### src/rtl/ldst_pkg.sv
package ldst_pkg;
  typedef enum logic [1:0] {
    LD_IDLE = 2'd0,
    LD_PEND = 2'd1,
    LD_DONE = 2'd2
  } ld_state_e;
endpackage

### src/rtl/ldst_store_q.sv
module ldst_store_q #(
  parameter int DEPTH = 8,
  parameter int AW    = 16,
  parameter int DW    = 32,
  localparam int IW   = $clog2(DEPTH),
  localparam int CW   = IW + 1
) (
  input  logic          clk,
  input  logic          rst_n,
  input  logic          alloc,
  output logic          full,
  output logic [CW-1:0] tail,
  input  logic          sta_valid,
  input  logic [IW-1:0] sta_id,
  input  logic [AW-1:0] sta_addr,
  input  logic          std_valid,
  input  logic [IW-1:0] std_id,
  input  logic [DW-1:0] std_data,
  input  logic          retire,
  output logic          commit_valid,
  output logic [AW-1:0] commit_addr,
  output logic [DW-1:0] commit_data,
  input  logic [CW-1:0] srch_color,
  input  logic [AW-1:0] srch_addr,
  output logic          srch_wait,
  output logic          srch_hit,
  output logic          srch_rdy,
  output logic [DW-1:0] srch_data
);
  logic [CW-1:0]    head_q, head_d, tail_q, tail_d, count, in_range;
  logic [DEPTH-1:0] aok_q, aok_d, dok_q, dok_d;
  logic [AW-1:0]    addr_q [DEPTH];
  logic [DW-1:0]    data_q [DEPTH];
  logic [IW-1:0]    idx;

  assign count = tail_q - head_q;
  assign full  = (count == CW'(DEPTH));
  assign tail  = tail_q;

  always_comb begin
    head_d = head_q;
    tail_d = tail_q;
    aok_d  = aok_q;
    dok_d  = dok_q;
    if (alloc) begin
      aok_d[tail_q[IW-1:0]] = 1'b0;
      dok_d[tail_q[IW-1:0]] = 1'b0;
      tail_d = tail_q + CW'(1);
    end
    if (sta_valid) aok_d[sta_id] = 1'b1;
    if (std_valid) dok_d[std_id] = 1'b1;
    if (retire)    head_d = head_q + CW'(1);
  end

  always_ff @(posedge clk or negedge rst_n) begin
    if (!rst_n) begin
      head_q <= '0;
      tail_q <= '0;
      aok_q  <= '0;
      dok_q  <= '0;
    end else begin
      head_q <= head_d;
      tail_q <= tail_d;
      aok_q  <= aok_d;
      dok_q  <= dok_d;
    end
  end

  always_ff @(posedge clk) begin
    if (sta_valid) addr_q[sta_id] <= sta_addr;
    if (std_valid) data_q[std_id] <= std_data;
  end

  // Range scan from oldest to youngest; later hits overwrite earlier ones.
  assign in_range = srch_color - head_q;
  always_comb begin
    srch_wait = 1'b0;
    srch_hit  = 1'b0;
    srch_rdy  = 1'b0;
    srch_data = '0;
    idx       = '0;
    for (int k = 0; k < DEPTH; k++) begin
      idx = head_q[IW-1:0] + IW'(k);
      if (CW'(k) < in_range) begin
        if (!aok_q[idx]) begin
          srch_wait = 1'b1;
        end else if (addr_q[idx] == srch_addr) begin
          srch_hit  = 1'b1;
          srch_rdy  = dok_q[idx];
          srch_data = data_q[idx];
        end
      end
    end
  end

  assign commit_valid = retire && (count != '0);
  assign commit_addr  = addr_q[head_q[IW-1:0]];
  assign commit_data  = data_q[head_q[IW-1:0]];


  sq_no_overflow_chk: assert property (@(posedge clk) disable iff (!rst_n)
    alloc |-> !full);

  sq_retire_nonempty_chk: assert property (@(posedge clk) disable iff (!rst_n)
    retire |-> (tail_q != head_q));
endmodule

### src/rtl/ldst_load_q.sv
module ldst_load_q
  import ldst_pkg::*;
#(
  parameter int DEPTH = 8,
  parameter int AW    = 16,
  parameter int CW    = 4,
  localparam int IW   = $clog2(DEPTH),
  localparam int LCW  = IW + 1
) (
  input  logic          clk,
  input  logic          rst_n,
  input  logic          alloc,
  input  logic [CW-1:0] alloc_color,
  output logic          full,
  output logic [IW-1:0] tail_idx,
  input  logic          lda_valid,
  input  logic [IW-1:0] lda_id,
  input  logic [AW-1:0] lda_addr,
  output logic [CW-1:0] rd_color,
  input  logic          res_fwd,
  input  logic          res_miss,
  input  logic [IW-1:0] res_id,
  input  logic          done_valid,
  input  logic [IW-1:0] done_id,
  input  logic          snoop_valid,
  input  logic [AW-1:0] snoop_addr,
  input  logic          retire,
  output logic          flush_req,
  output logic [IW-1:0] flush_id
);
  logic [LCW-1:0]   head_q, head_d, tail_q, tail_d;
  ld_state_e        st_q [DEPTH];
  ld_state_e        st_d [DEPTH];
  logic [DEPTH-1:0] flag_q, flag_d;
  logic [AW-1:0]    addr_q [DEPTH];
  logic [CW-1:0]    color_q [DEPTH];
  logic [IW-1:0]    idx;

  assign full     = ((tail_q - head_q) == LCW'(DEPTH));
  assign tail_idx = tail_q[IW-1:0];
  assign rd_color = color_q[lda_id];

  always_comb begin
    head_d = head_q;
    tail_d = tail_q;
    st_d   = st_q;
    flag_d = flag_q;
    // Snoop sees completion state from before this cycle's updates.
    if (snoop_valid) begin
      for (int i = 0; i < DEPTH; i++) begin
        if (st_q[i] == LD_DONE && addr_q[i] == snoop_addr) flag_d[i] = 1'b1;
      end
    end
    if (res_fwd)    st_d[res_id]  = LD_DONE;
    if (res_miss)   st_d[res_id]  = LD_PEND;
    if (done_valid) st_d[done_id] = LD_DONE;
    if (retire) begin
      st_d[head_q[IW-1:0]]   = LD_IDLE;
      flag_d[head_q[IW-1:0]] = 1'b0;
      head_d = head_q + LCW'(1);
    end
    if (alloc) begin
      st_d[tail_q[IW-1:0]]   = LD_IDLE;
      flag_d[tail_q[IW-1:0]] = 1'b0;
      tail_d = tail_q + LCW'(1);
    end
  end

  always_ff @(posedge clk or negedge rst_n) begin
    if (!rst_n) begin
      head_q <= '0;
      tail_q <= '0;
      flag_q <= '0;
      for (int i = 0; i < DEPTH; i++) st_q[i] <= LD_IDLE;
    end else begin
      head_q <= head_d;
      tail_q <= tail_d;
      flag_q <= flag_d;
      st_q   <= st_d;
    end
  end

  always_ff @(posedge clk) begin
    if (alloc)     color_q[tail_q[IW-1:0]] <= alloc_color;
    if (lda_valid) addr_q[lda_id]          <= lda_addr;
  end

  // Oldest flagged load: scan youngest to oldest so the oldest wins.
  always_comb begin
    flush_req = 1'b0;
    flush_id  = '0;
    idx       = '0;
    for (int k = DEPTH - 1; k >= 0; k--) begin
      idx = head_q[IW-1:0] + IW'(k);
      if (flag_q[idx]) begin
        flush_req = 1'b1;
        flush_id  = idx;
      end
    end
  end


  ld_done_pend_chk: assert property (@(posedge clk) disable iff (!rst_n)
    done_valid |-> (st_q[done_id] == LD_PEND));

  ld_retire_done_chk: assert property (@(posedge clk) disable iff (!rst_n)
    retire |-> (st_q[head_q[IW-1:0]] == LD_DONE));

  lq_no_overflow_chk: assert property (@(posedge clk) disable iff (!rst_n)
    alloc |-> !full);
endmodule

### src/rtl/ldst_order_buf.sv
module ldst_order_buf #(
  parameter int SQ_DEPTH = 8,
  parameter int LQ_DEPTH = 8,
  parameter int AW       = 16,
  parameter int DW       = 32,
  localparam int SIW     = $clog2(SQ_DEPTH),
  localparam int CW      = SIW + 1,
  localparam int LIW     = $clog2(LQ_DEPTH)
) (
  input  logic           clk,
  input  logic           rst_n,
  input  logic           alloc_valid,
  input  logic           alloc_is_store,
  output logic           alloc_ready,
  output logic [SIW-1:0] alloc_st_id,
  output logic [LIW-1:0] alloc_ld_id,
  input  logic           sta_valid,
  input  logic [SIW-1:0] sta_id,
  input  logic [AW-1:0]  sta_addr,
  input  logic           std_valid,
  input  logic [SIW-1:0] std_id,
  input  logic [DW-1:0]  std_data,
  input  logic           lda_valid,
  input  logic [LIW-1:0] lda_id,
  input  logic [AW-1:0]  lda_addr,
  output logic           fwd_valid,
  output logic [LIW-1:0] fwd_id,
  output logic [DW-1:0]  fwd_data,
  output logic           miss_valid,
  output logic [LIW-1:0] miss_id,
  output logic [AW-1:0]  miss_addr,
  output logic           block_valid,
  output logic [LIW-1:0] block_id,
  input  logic           ld_done_valid,
  input  logic [LIW-1:0] ld_done_id,
  input  logic           snoop_valid,
  input  logic [AW-1:0]  snoop_addr,
  output logic           flush_req,
  output logic [LIW-1:0] flush_id,
  input  logic           retire_ld,
  input  logic           retire_st,
  output logic           commit_valid,
  output logic [AW-1:0]  commit_addr,
  output logic [DW-1:0]  commit_data
);
  logic [1:0]     rst_sync_q;
  logic           rst_i_n;
  logic           sq_full, lq_full, st_alloc, ld_alloc;
  logic [CW-1:0]  sq_tail, ld_color;
  logic           s1_valid;
  logic [LIW-1:0] s1_id;
  logic [AW-1:0]  s1_addr;
  logic [CW-1:0]  s1_color;
  logic           srch_wait, srch_hit, srch_rdy;
  logic [DW-1:0]  srch_data;
  logic           nx_fwd, nx_miss, nx_blk;
  logic           r_fwd, r_miss, r_blk;
  logic [LIW-1:0] r_id;
  logic [AW-1:0]  r_addr;
  logic [DW-1:0]  r_data;

  // Reset asserts at once, leaves on the second clock edge.
  always_ff @(posedge clk or negedge rst_n) begin
    if (!rst_n) rst_sync_q <= 2'b00;
    else        rst_sync_q <= {rst_sync_q[0], 1'b1};
  end
  assign rst_i_n = rst_sync_q[1];

  assign alloc_ready = alloc_is_store ? !sq_full : !lq_full;
  assign st_alloc    = alloc_valid &&  alloc_is_store && !sq_full;
  assign ld_alloc    = alloc_valid && !alloc_is_store && !lq_full;
  assign alloc_st_id = sq_tail[SIW-1:0];

  ldst_store_q #(.DEPTH(SQ_DEPTH), .AW(AW), .DW(DW)) i_sq (
    .clk(clk), .rst_n(rst_i_n),
    .alloc(st_alloc), .full(sq_full), .tail(sq_tail),
    .sta_valid(sta_valid), .sta_id(sta_id), .sta_addr(sta_addr),
    .std_valid(std_valid), .std_id(std_id), .std_data(std_data),
    .retire(retire_st), .commit_valid(commit_valid),
    .commit_addr(commit_addr), .commit_data(commit_data),
    .srch_color(s1_color), .srch_addr(s1_addr),
    .srch_wait(srch_wait), .srch_hit(srch_hit), .srch_rdy(srch_rdy),
    .srch_data(srch_data)
  );

  ldst_load_q #(.DEPTH(LQ_DEPTH), .AW(AW), .CW(CW)) i_lq (
    .clk(clk), .rst_n(rst_i_n),
    .alloc(ld_alloc), .alloc_color(sq_tail), .full(lq_full),
    .tail_idx(alloc_ld_id),
    .lda_valid(lda_valid), .lda_id(lda_id), .lda_addr(lda_addr),
    .rd_color(ld_color),
    .res_fwd(r_fwd), .res_miss(r_miss), .res_id(r_id),
    .done_valid(ld_done_valid), .done_id(ld_done_id),
    .snoop_valid(snoop_valid), .snoop_addr(snoop_addr),
    .retire(retire_ld), .flush_req(flush_req), .flush_id(flush_id)
  );

  // Stage 2 decision from the stage 1 search.
  always_comb begin
    nx_blk  = s1_valid && (srch_wait || (srch_hit && !srch_rdy));
    nx_fwd  = s1_valid && !srch_wait && srch_hit && srch_rdy;
    nx_miss = s1_valid && !srch_wait && !srch_hit;
  end

  always_ff @(posedge clk or negedge rst_i_n) begin
    if (!rst_i_n) begin
      s1_valid <= 1'b0;
      r_fwd    <= 1'b0;
      r_miss   <= 1'b0;
      r_blk    <= 1'b0;
    end else begin
      s1_valid <= lda_valid;
      r_fwd    <= nx_fwd;
      r_miss   <= nx_miss;
      r_blk    <= nx_blk;
    end
  end

  always_ff @(posedge clk) begin
    if (lda_valid) begin
      s1_id    <= lda_id;
      s1_addr  <= lda_addr;
      s1_color <= ld_color;
    end
    if (s1_valid) begin
      r_id   <= s1_id;
      r_addr <= s1_addr;
      r_data <= srch_data;
    end
  end

  assign fwd_valid   = r_fwd;
  assign fwd_id      = r_id;
  assign fwd_data    = r_data;
  assign miss_valid  = r_miss;
  assign miss_id     = r_id;
  assign miss_addr   = r_addr;
  assign block_valid = r_blk;
  assign block_id    = r_id;


  one_result_chk: assert property (@(posedge clk) disable iff (!rst_i_n)
    $onehot0({fwd_valid, miss_valid, block_valid}));

  result_latency_chk: assert property (@(posedge clk) disable iff (!rst_i_n)
    (fwd_valid || miss_valid || block_valid) |-> $past(lda_valid, 2));
endmodule

### config.mk
export PLATFORM = sky130hd
export DESIGN_NAME = ldst_order_buf
export DESIGN_NICKNAME = d
export VERILOG_FILES = /design/src/rtl/ldst_pkg.sv /design/src/rtl/ldst_store_q.sv /design/src/rtl/ldst_load_q.sv /design/src/rtl/ldst_order_buf.sv
export SDC_FILE = /design/constraint.sdc
export NUM_CORES = 2
export LEC_CHECK = 0
export BUFFER_PORTS_ARGS = -buffer_cell sky130_fd_sc_hd__buf_4
export CAP_MARGIN = 20
export CORE_ASPECT_RATIO = 1.75
export CORE_MARGIN = 2
export CORE_UTILIZATION = 35
export DETAILED_ROUTE_END_ITERATION = 7
export HOLD_SLACK_MARGIN = 0.02
export PLACE_DENSITY_LB_ADDON = 0.2
export RECOVER_POWER = 100
export SLEW_MARGIN = 0
export SYNTH_ARGS = -nofsm -noshare
export SYNTH_HDL_FRONTEND = slang
export SYNTH_HIERARCHICAL = 1
export SYNTH_SLANG_ARGS = --single-unit
### constraint.sdc
create_clock -name clk -period 2.65 [get_ports clk]
set_clock_uncertainty 0.1 [all_clocks]
set_input_delay 0 -clock clk [delete_from_list [all_inputs] [get_ports clk]]
set_output_delay 0 -clock clk [all_outputs]
set_load 0.05 [all_outputs]
Word-level counts from Yosys, hierarchy flattened:

Memory sizes are Yosys's and may differ from the RTL's. A register that Yosys moved wholly into a read port is not among the register bits.
Index checks and enable logic that the tools add are counted.

* bits in registers: 132
* memory bits (writable): 544
* output and inout bits: 120
* word-level logic and storage cells: 378
* memories: 4

Memory list
* i_sq.data_q: words 8, width 32, read ports 8, clocked after memory_dff 0, write ports 1, RTL line ldst_store_q.sv:33 `logic [DW-1:0] data_q [DEPTH];`
* i_lq.addr_q: words 8, width 16, read ports 8, clocked after memory_dff 0, write ports 1, RTL line ldst_load_q.sv:35 `logic [AW-1:0] addr_q [DEPTH];`
* i_sq.addr_q: words 8, width 16, read ports 8, clocked after memory_dff 0, write ports 1, RTL line ldst_store_q.sv:32 `logic [AW-1:0] addr_q [DEPTH];`
* i_lq.color_q: words 8, width 4, read ports 1, clocked after memory_dff 1, write ports 1, RTL line ldst_load_q.sv:36 `logic [CW-1:0] color_q [DEPTH];`

* add/subtract/negate cells: 21
* order comparisons: 41
* equal/unequal tests: 26
* muxes and demuxes: 199
* bitwise logic cells: 26
* reductions and logical operators: 36

Operators by type and width (number)
* $mux W32: 24
* $eq A16 B16 Y1: 16
* $mux W1: 118
* $lt A3 B4 Y1 const B: 20
* $mux W16: 5
* $bmux W1 S3: 24
* $and A8 B8 Y8: 7
* $mux W8: 7
* $not A8 Y8: 6
* $or A8 B8 Y8: 5
* $and A16 B16 Y16: 2
* $not A16 Y16: 2
* $logic_and A1 B1 Y1: 28
* $add A3 B3 Y3 const B: 8
* $demux W2 S3: 4
* $mux W3: 8
* $add A4 B1 Y4 const B: 4
* $eq A2 B2 Y1 const B: 8
* $ge A4 B4 Y1 const B: 4
* $lt A3 B4 Y1 const A: 4
* $lt A4 B1 Y1 const B: 4
* $not A3 Y4: 4
* $demux W1 S3: 5
* $ge A3 B1 Y1 const B: 5
* 10 further kinds: 27

Logic depth before layout (Yosys ltp):

* depth after elaboration: 30
* depth in mapped cells: 23
* mapped depth without buffers: 15

Hierarchy:

The synthesis kept the hierarchy.

By module, submodules not included
* ldst_store_q: times used 1, cells each 2515, area an instance 33290.7 um^2, sequential area each 12131.6 um^2
* ldst_load_q: times used 1, cells each 639, area an instance 9093.7 um^2, sequential area each 5605.4 um^2
* ldst_order_buf: times used 1, cells each 95, area an instance 2478.6 um^2, sequential area each 2372.3 um^2

Least setup slack after synthesis:

OpenSTA, ideal clock, no wires.

* path type: register -> register
* from: register i_sq.head_q[0]
* to: register r_data[21] (netlist: fwd_data[21]), data pin
* setup time: 0.282 ns
* arrival: 4.322 ns
* required time: 2.268 ns
* setup slack: -2.054 ns
* stages on the path, launching flop included: 19
* path buffers: 6
* period minus slack after synthesis: 4.704 ns
* path through: dfrtp_1 > buf_6 > buf_6 > inv_2 > buf_2 > buf_2 > ha_1 > buf_6 > mux4_2 > xnor2_1 > nand4_1 > a22o_1 > a2111o_1 > nor4_4 > nor2_2 > buf_2 > a221o_1 > a211oi_2 > a221oi_2

* elaborated cells on any way between the ends: 66
* those cells by class: add/sub: 8; order compare: 8; eq/ne: 8; mux: 40; memory: 2

RTL lines
* start: declaration: RTL line ldst_store_q.sv:30 `logic [CW-1:0] head_q, head_d, tail_q, tail_d, count, in_range;`
* start signal: assignment: RTL line ldst_store_q.sv:57 `head_q <= '0;`
* start signal: assignment: RTL line ldst_store_q.sv:62 `head_q <= head_d;`
* $add A3 B3 Y3 (*): RTL line ldst_store_q.sv:83 `idx = head_q[IW-1:0] + IW'(k);`
* net i_sq.idx[0]: RTL line ldst_store_q.sv:34 `logic [IW-1:0] idx;`
* $mem_v2 Z8 W16
* $eq A16 B16 Y1: RTL line ldst_store_q.sv:87 `end else if (addr_q[idx] == srch_addr) begin`
* $mux W32: RTL line ldst_store_q.sv:87
* $mux W32 (*): RTL line ldst_store_q.sv:85 `if (!aok_q[idx]) begin`
* $mux W32 (*): RTL line ldst_store_q.sv:84 `if (CW'(k) < in_range) begin`
* net srch_data[21]: RTL line ldst_order_buf.sv:55 `logic [DW-1:0] srch_data;`
* end signal: assignment: RTL line ldst_order_buf.sv:128 `r_data <= srch_data;`
* end: declaration: RTL line ldst_order_buf.sv:60 `logic [DW-1:0] r_data;`

The timed path passes the listed nets; every way through them passes the cells marked *. The select of a mux whose other input is x is not followed.
A chain may end at the register's enable or synchronous reset.

Worst setup path in the final report:

* from: register i_sq.head_q[1]
* to: register r_data[29] (netlist: fwd_data[29]), data pin

* word-level cells in the longest chain between the ends: 26
* elaborated cells on any way between the ends: 66
* those cells by class: add/sub: 8; order compare: 8; eq/ne: 8; mux: 40; memory: 2

Ends and longest elaborated chain (RTL line)
* branches (longest 25 deep; another with $mem_v2 Z8 W16)
* $mux W32 (*): ldst_store_q.sv:84
* net srch_data[29]: ldst_order_buf.sv:55

Mark *: on every way through the listed nets, which the timed path passes. The select of a mux whose other input is x is not followed.

==> results.toml <==
[critical_path]
endpoint = "fwd_data[29]"
r2r_cells = 16
critical_path.max_fanout = 15
timing.rr.start = "i_sq/head_q[1]"
reg2reg_to = "fwd_data[29]"
worst_setup_path_start_kind = "register"
required_ps = 2970
critPathArrivalTime_ps = 4700
timing.critical_path.to_type = "register"
timing.critical_path.from = "i_sq/head_q[1]"
critical_path_class = "register to register"
ff2ff_setup_slack_ps = -1730

[global_route]
grt_pass1_vias = 35500
grt_use_total_pct = 24.8
overflow = 0
grt_first_pass_wirelength_um = 238000
pin_count_of_the_biggest_net_entering_global_routing = 68
antenna_found_initial = 8

[synthesis]
commonest_register_cell_after_synthesis = "edfxtp_1"
yosysMostFrequentCell = "edfxtp_1"
ys_warn_count = 6
post_synth_most_frequent_cells = "618 x edfxtp_1, 455 x mux4_2, 395 x nand2_1"
ys_seq_elements = 680
synth.cell_area_mm2 = 0.0449
syn_inst = 3249
synthDominantCellAreaShare_pct = 41.4
post_synth.cell_area_avg_um2 = 13.8
net_count_synth = 3373
synth_enable_flop_cells = 618
ys_seq_area_share_pct = 44.8
synth_async_reset_ratio_pct = 9.12
netlist_top_cells_area = "edfxtp_1 41%, mux4_2 23%, xnor2_1 4.9%"
synth_top_cell_by_area = "edfxtp_1"
netlist-cell-type-count = 86

[power]
p_sw_share_pct = 43.5
cellLeakagePower_nw = 21.0
irDropWorstVdd_mv = 0.950
power.internal_w = 0.0433
power.density_mw_per_mm2 = 1310
pwr-share-comb_pct = 68.0
sequential_group_share_of_total_power_pct = 18.0
netSwitchingPower_w = 0.0333
power_frac_clock_pct = 14.0

[sta]
setup-violations-final = 155
fin_crit_sh_pct = 165
final_critical_path_setup_slack_ps = -1730
fmaxAchievable_mhz = 228
timing.max_slew.rel_slack_pct = -40.5
fin_crit_ps = 4380
final-hold-violation-count = 0
tightest_pin_transition_ps = 2110
slew_viol_final = 352
rsz_0062_raised_after_global_routing = "true"

[cts]
cts.htree.levels = 3
clockBufferDepth = 3
worst_skew_pair.late_latency_ps = 700
cts.root.buffer_cell = "clkbuf_16"
tritoncts_clock_tree = "yes"
clkSinkCount = 680
path_clk_slew_ps = 70
cts_buffers = 71

[floorplanning]
fp-row-count = 173
die_y_um = 478
initial_utilization_pct = 35.3
floorplan.die.width_um = 275
die_area_mm2 = 0.131
core_region_area_mm2 = 0.127
pin_count = 223

[outcome]
status = "complete, but fails checks"
violations = "max-capacitance violations, max-slew violations, negative setup slack"

[run]
maxCapViolCount = 14

[finish]
syn2layout_area_growth_pct = 30.9
nFillCells = 11400
num-nets-final = 4235
drive_gt1_share_pct = 39.2
final_util_pct = 46.2
final_cell_area_mm2 = 0.0587

[detailed_routing]
routed_wirelength_um = 165000
drt_wl_cell_um = 28.2
detailroute.via_count = 34400
drt_first_iter_violations = 2735
detailedRoute.firstPassIterationCount = 7
detail_route.vias_per_cell = 5.90
drc = 0
route.antenna.remaining_nets = 0

[placement]
preCtsSetupSlack_ps = -1780
placedInstanceArea_mm2 = 0.0530
finalWeightedCongestion = 0.937
dpl.hpwl_um = 114000
portBuffers = 222

[min_path]
hold_path_depth = 5
hp-start = "ld_done_id[0]"
worstHoldPathType = "input pin to register"
cell usage in the layout (no fill, tap or decap), types with 41 or more instances in the layout:
master | Yosys | layout
edfxtp_1 | 618 | 618
buf_4 | 32 | 553
mux4_2 | 455 | 455
nand2_1 | 395 | 344
xnor2_1 | 252 | 243
mux2i_1 | 194 | 184
dlygate4sd3_1 | 0 | 159
clkbuf_1 | 115 | 148
clkbuf_16 | 0 | 75
a221oi_1 | 72 | 69
a21oi_1 | 72 | 67
mux2_2 | 68 | 65
buf_12 | 0 | 65
nor2_1 | 81 | 61
buf_6 | 21 | 60
dfrtp_1 | 62 | 58
nor2b_1 | 50 | 49
nand2_2 | 0 | 47
nand4_1 | 47 | 47
nand3_1 | 47 | 46
clkbuf_4 | 0 | 41
what timing repair did:
action	4_1_cts	5_1_grt
pin swaps	46	41
cloned	16	6
resized for setup	177	115
endpoints found under the hold margin	1087	0
hold buffers	159	0
setup buffers	38	27
setup endpoints to repair	125	155
registers in the layout, indices dropped and copies added (netlist names), 4 cells and up:
register      count
i_sq/data_q     256
i_lq/addr_q     128
i_sq/addr_q     128
fwd_data         32
i_lq/color_q     32
i_lq/st_q        16
miss_addr        16
s1_addr          16
i_lq/flag_q       8
i_sq/aok_q        8
i_sq/dok_q        8
i_lq/head_q       4
i_lq/tail_q       4
i_sq/head_q       4
i_sq/tail         4
s1_color          4
critical path: stages (launching register included):
cell,delay [ps]
dfrtp_4,450
clkinvlp_4,110
ha_4,340
buf_12,160
buf_4,160
mux4_2,580
nor2_1,130
nor2_1,50
a22o_1,260
a2111o_1,350
nor4_4,290
buf_6,170
nor2_4,50
buf_12,160
a221o_1,360
a211oi_2,270
a221oi_2,90
cell families (layout without fill, tap and decap cells):
logic type,Yosys count,in the layout,synth area share [%]
AOI/OAI and AO/OA,468,468,8.57
xor gates and xnor gates,285,285,5.58
adders and majority gates,21,21,0.602
buffers and inverters,320,1239,3.56
DFF,680,680,44.8
muxes,719,721,28.9
other,1,3,0.00836
and+or+nand+nor,755,755,7.92
worst min path at each step:
stage	end
floorplan	rst_sync_q[0]
global placement	rst_sync_q[0]
detailed placement	rst_sync_q[0]
CTS	i_lq/addr_q[7][2]
global route	i_lq/st_q[9]
finish	i_lq/st_q[11]
per-stage QoR:
stage               hold WS, ps  instances  setup TNS [ps]  power (W)
floorplan                  -396       3249          -60940     0.0455
global placement           -318       5459          -92940     0.0613
detailed placement         -315       5459          -96760     0.0616
CTS                        20.9       5803          -80070     0.0761
global route                116       5833         -105790     0.0802
finish                      111       5834          -83990     0.0767
metal layers:
layer | track usage [%] | wire (um) | vias up
li1 | - | - | 14900
met1 | 27.5 | 58500 | 17800
met2 | 45.6 | 87700 | 1293
met3 | 2.82 | 8380 | 402
met4 | 13.3 | 10000 | 6
met5 | 0 | 34 | -
cell type report:
cell class | count | area (um2) | share of cell area [%]
clock inverter | 47 | 661 | 1.12
clock buffer | 85 | 1850 | 3.15
sequential | 680 | 20100 | 34.3
multi-input combinational | 2251 | 24200 | 41.3
tap | 1662 | 2080 | 3.54
timing repair buffer | 1075 | 9620 | 16.4
antenna | 2 | 5.00 | 0.00852
inverter | 32 | 164 | 0.279
power groups by stage:
stage	Sequential, W	Combinational [W]	Clock [W]
3_3_place_gp	0.0140	0.0474	0
6_report	0.0138	0.0521	0.0108
2_1_floorplan	0.0148	0.0307	0
4_1_cts	0.0138	0.0513	0.0110
3_5_place_dp	0.0140	0.0476	0
5_1_grt	0.0139	0.0549	0.0114
No activity file was read; power rests on OpenSTA's default activity.
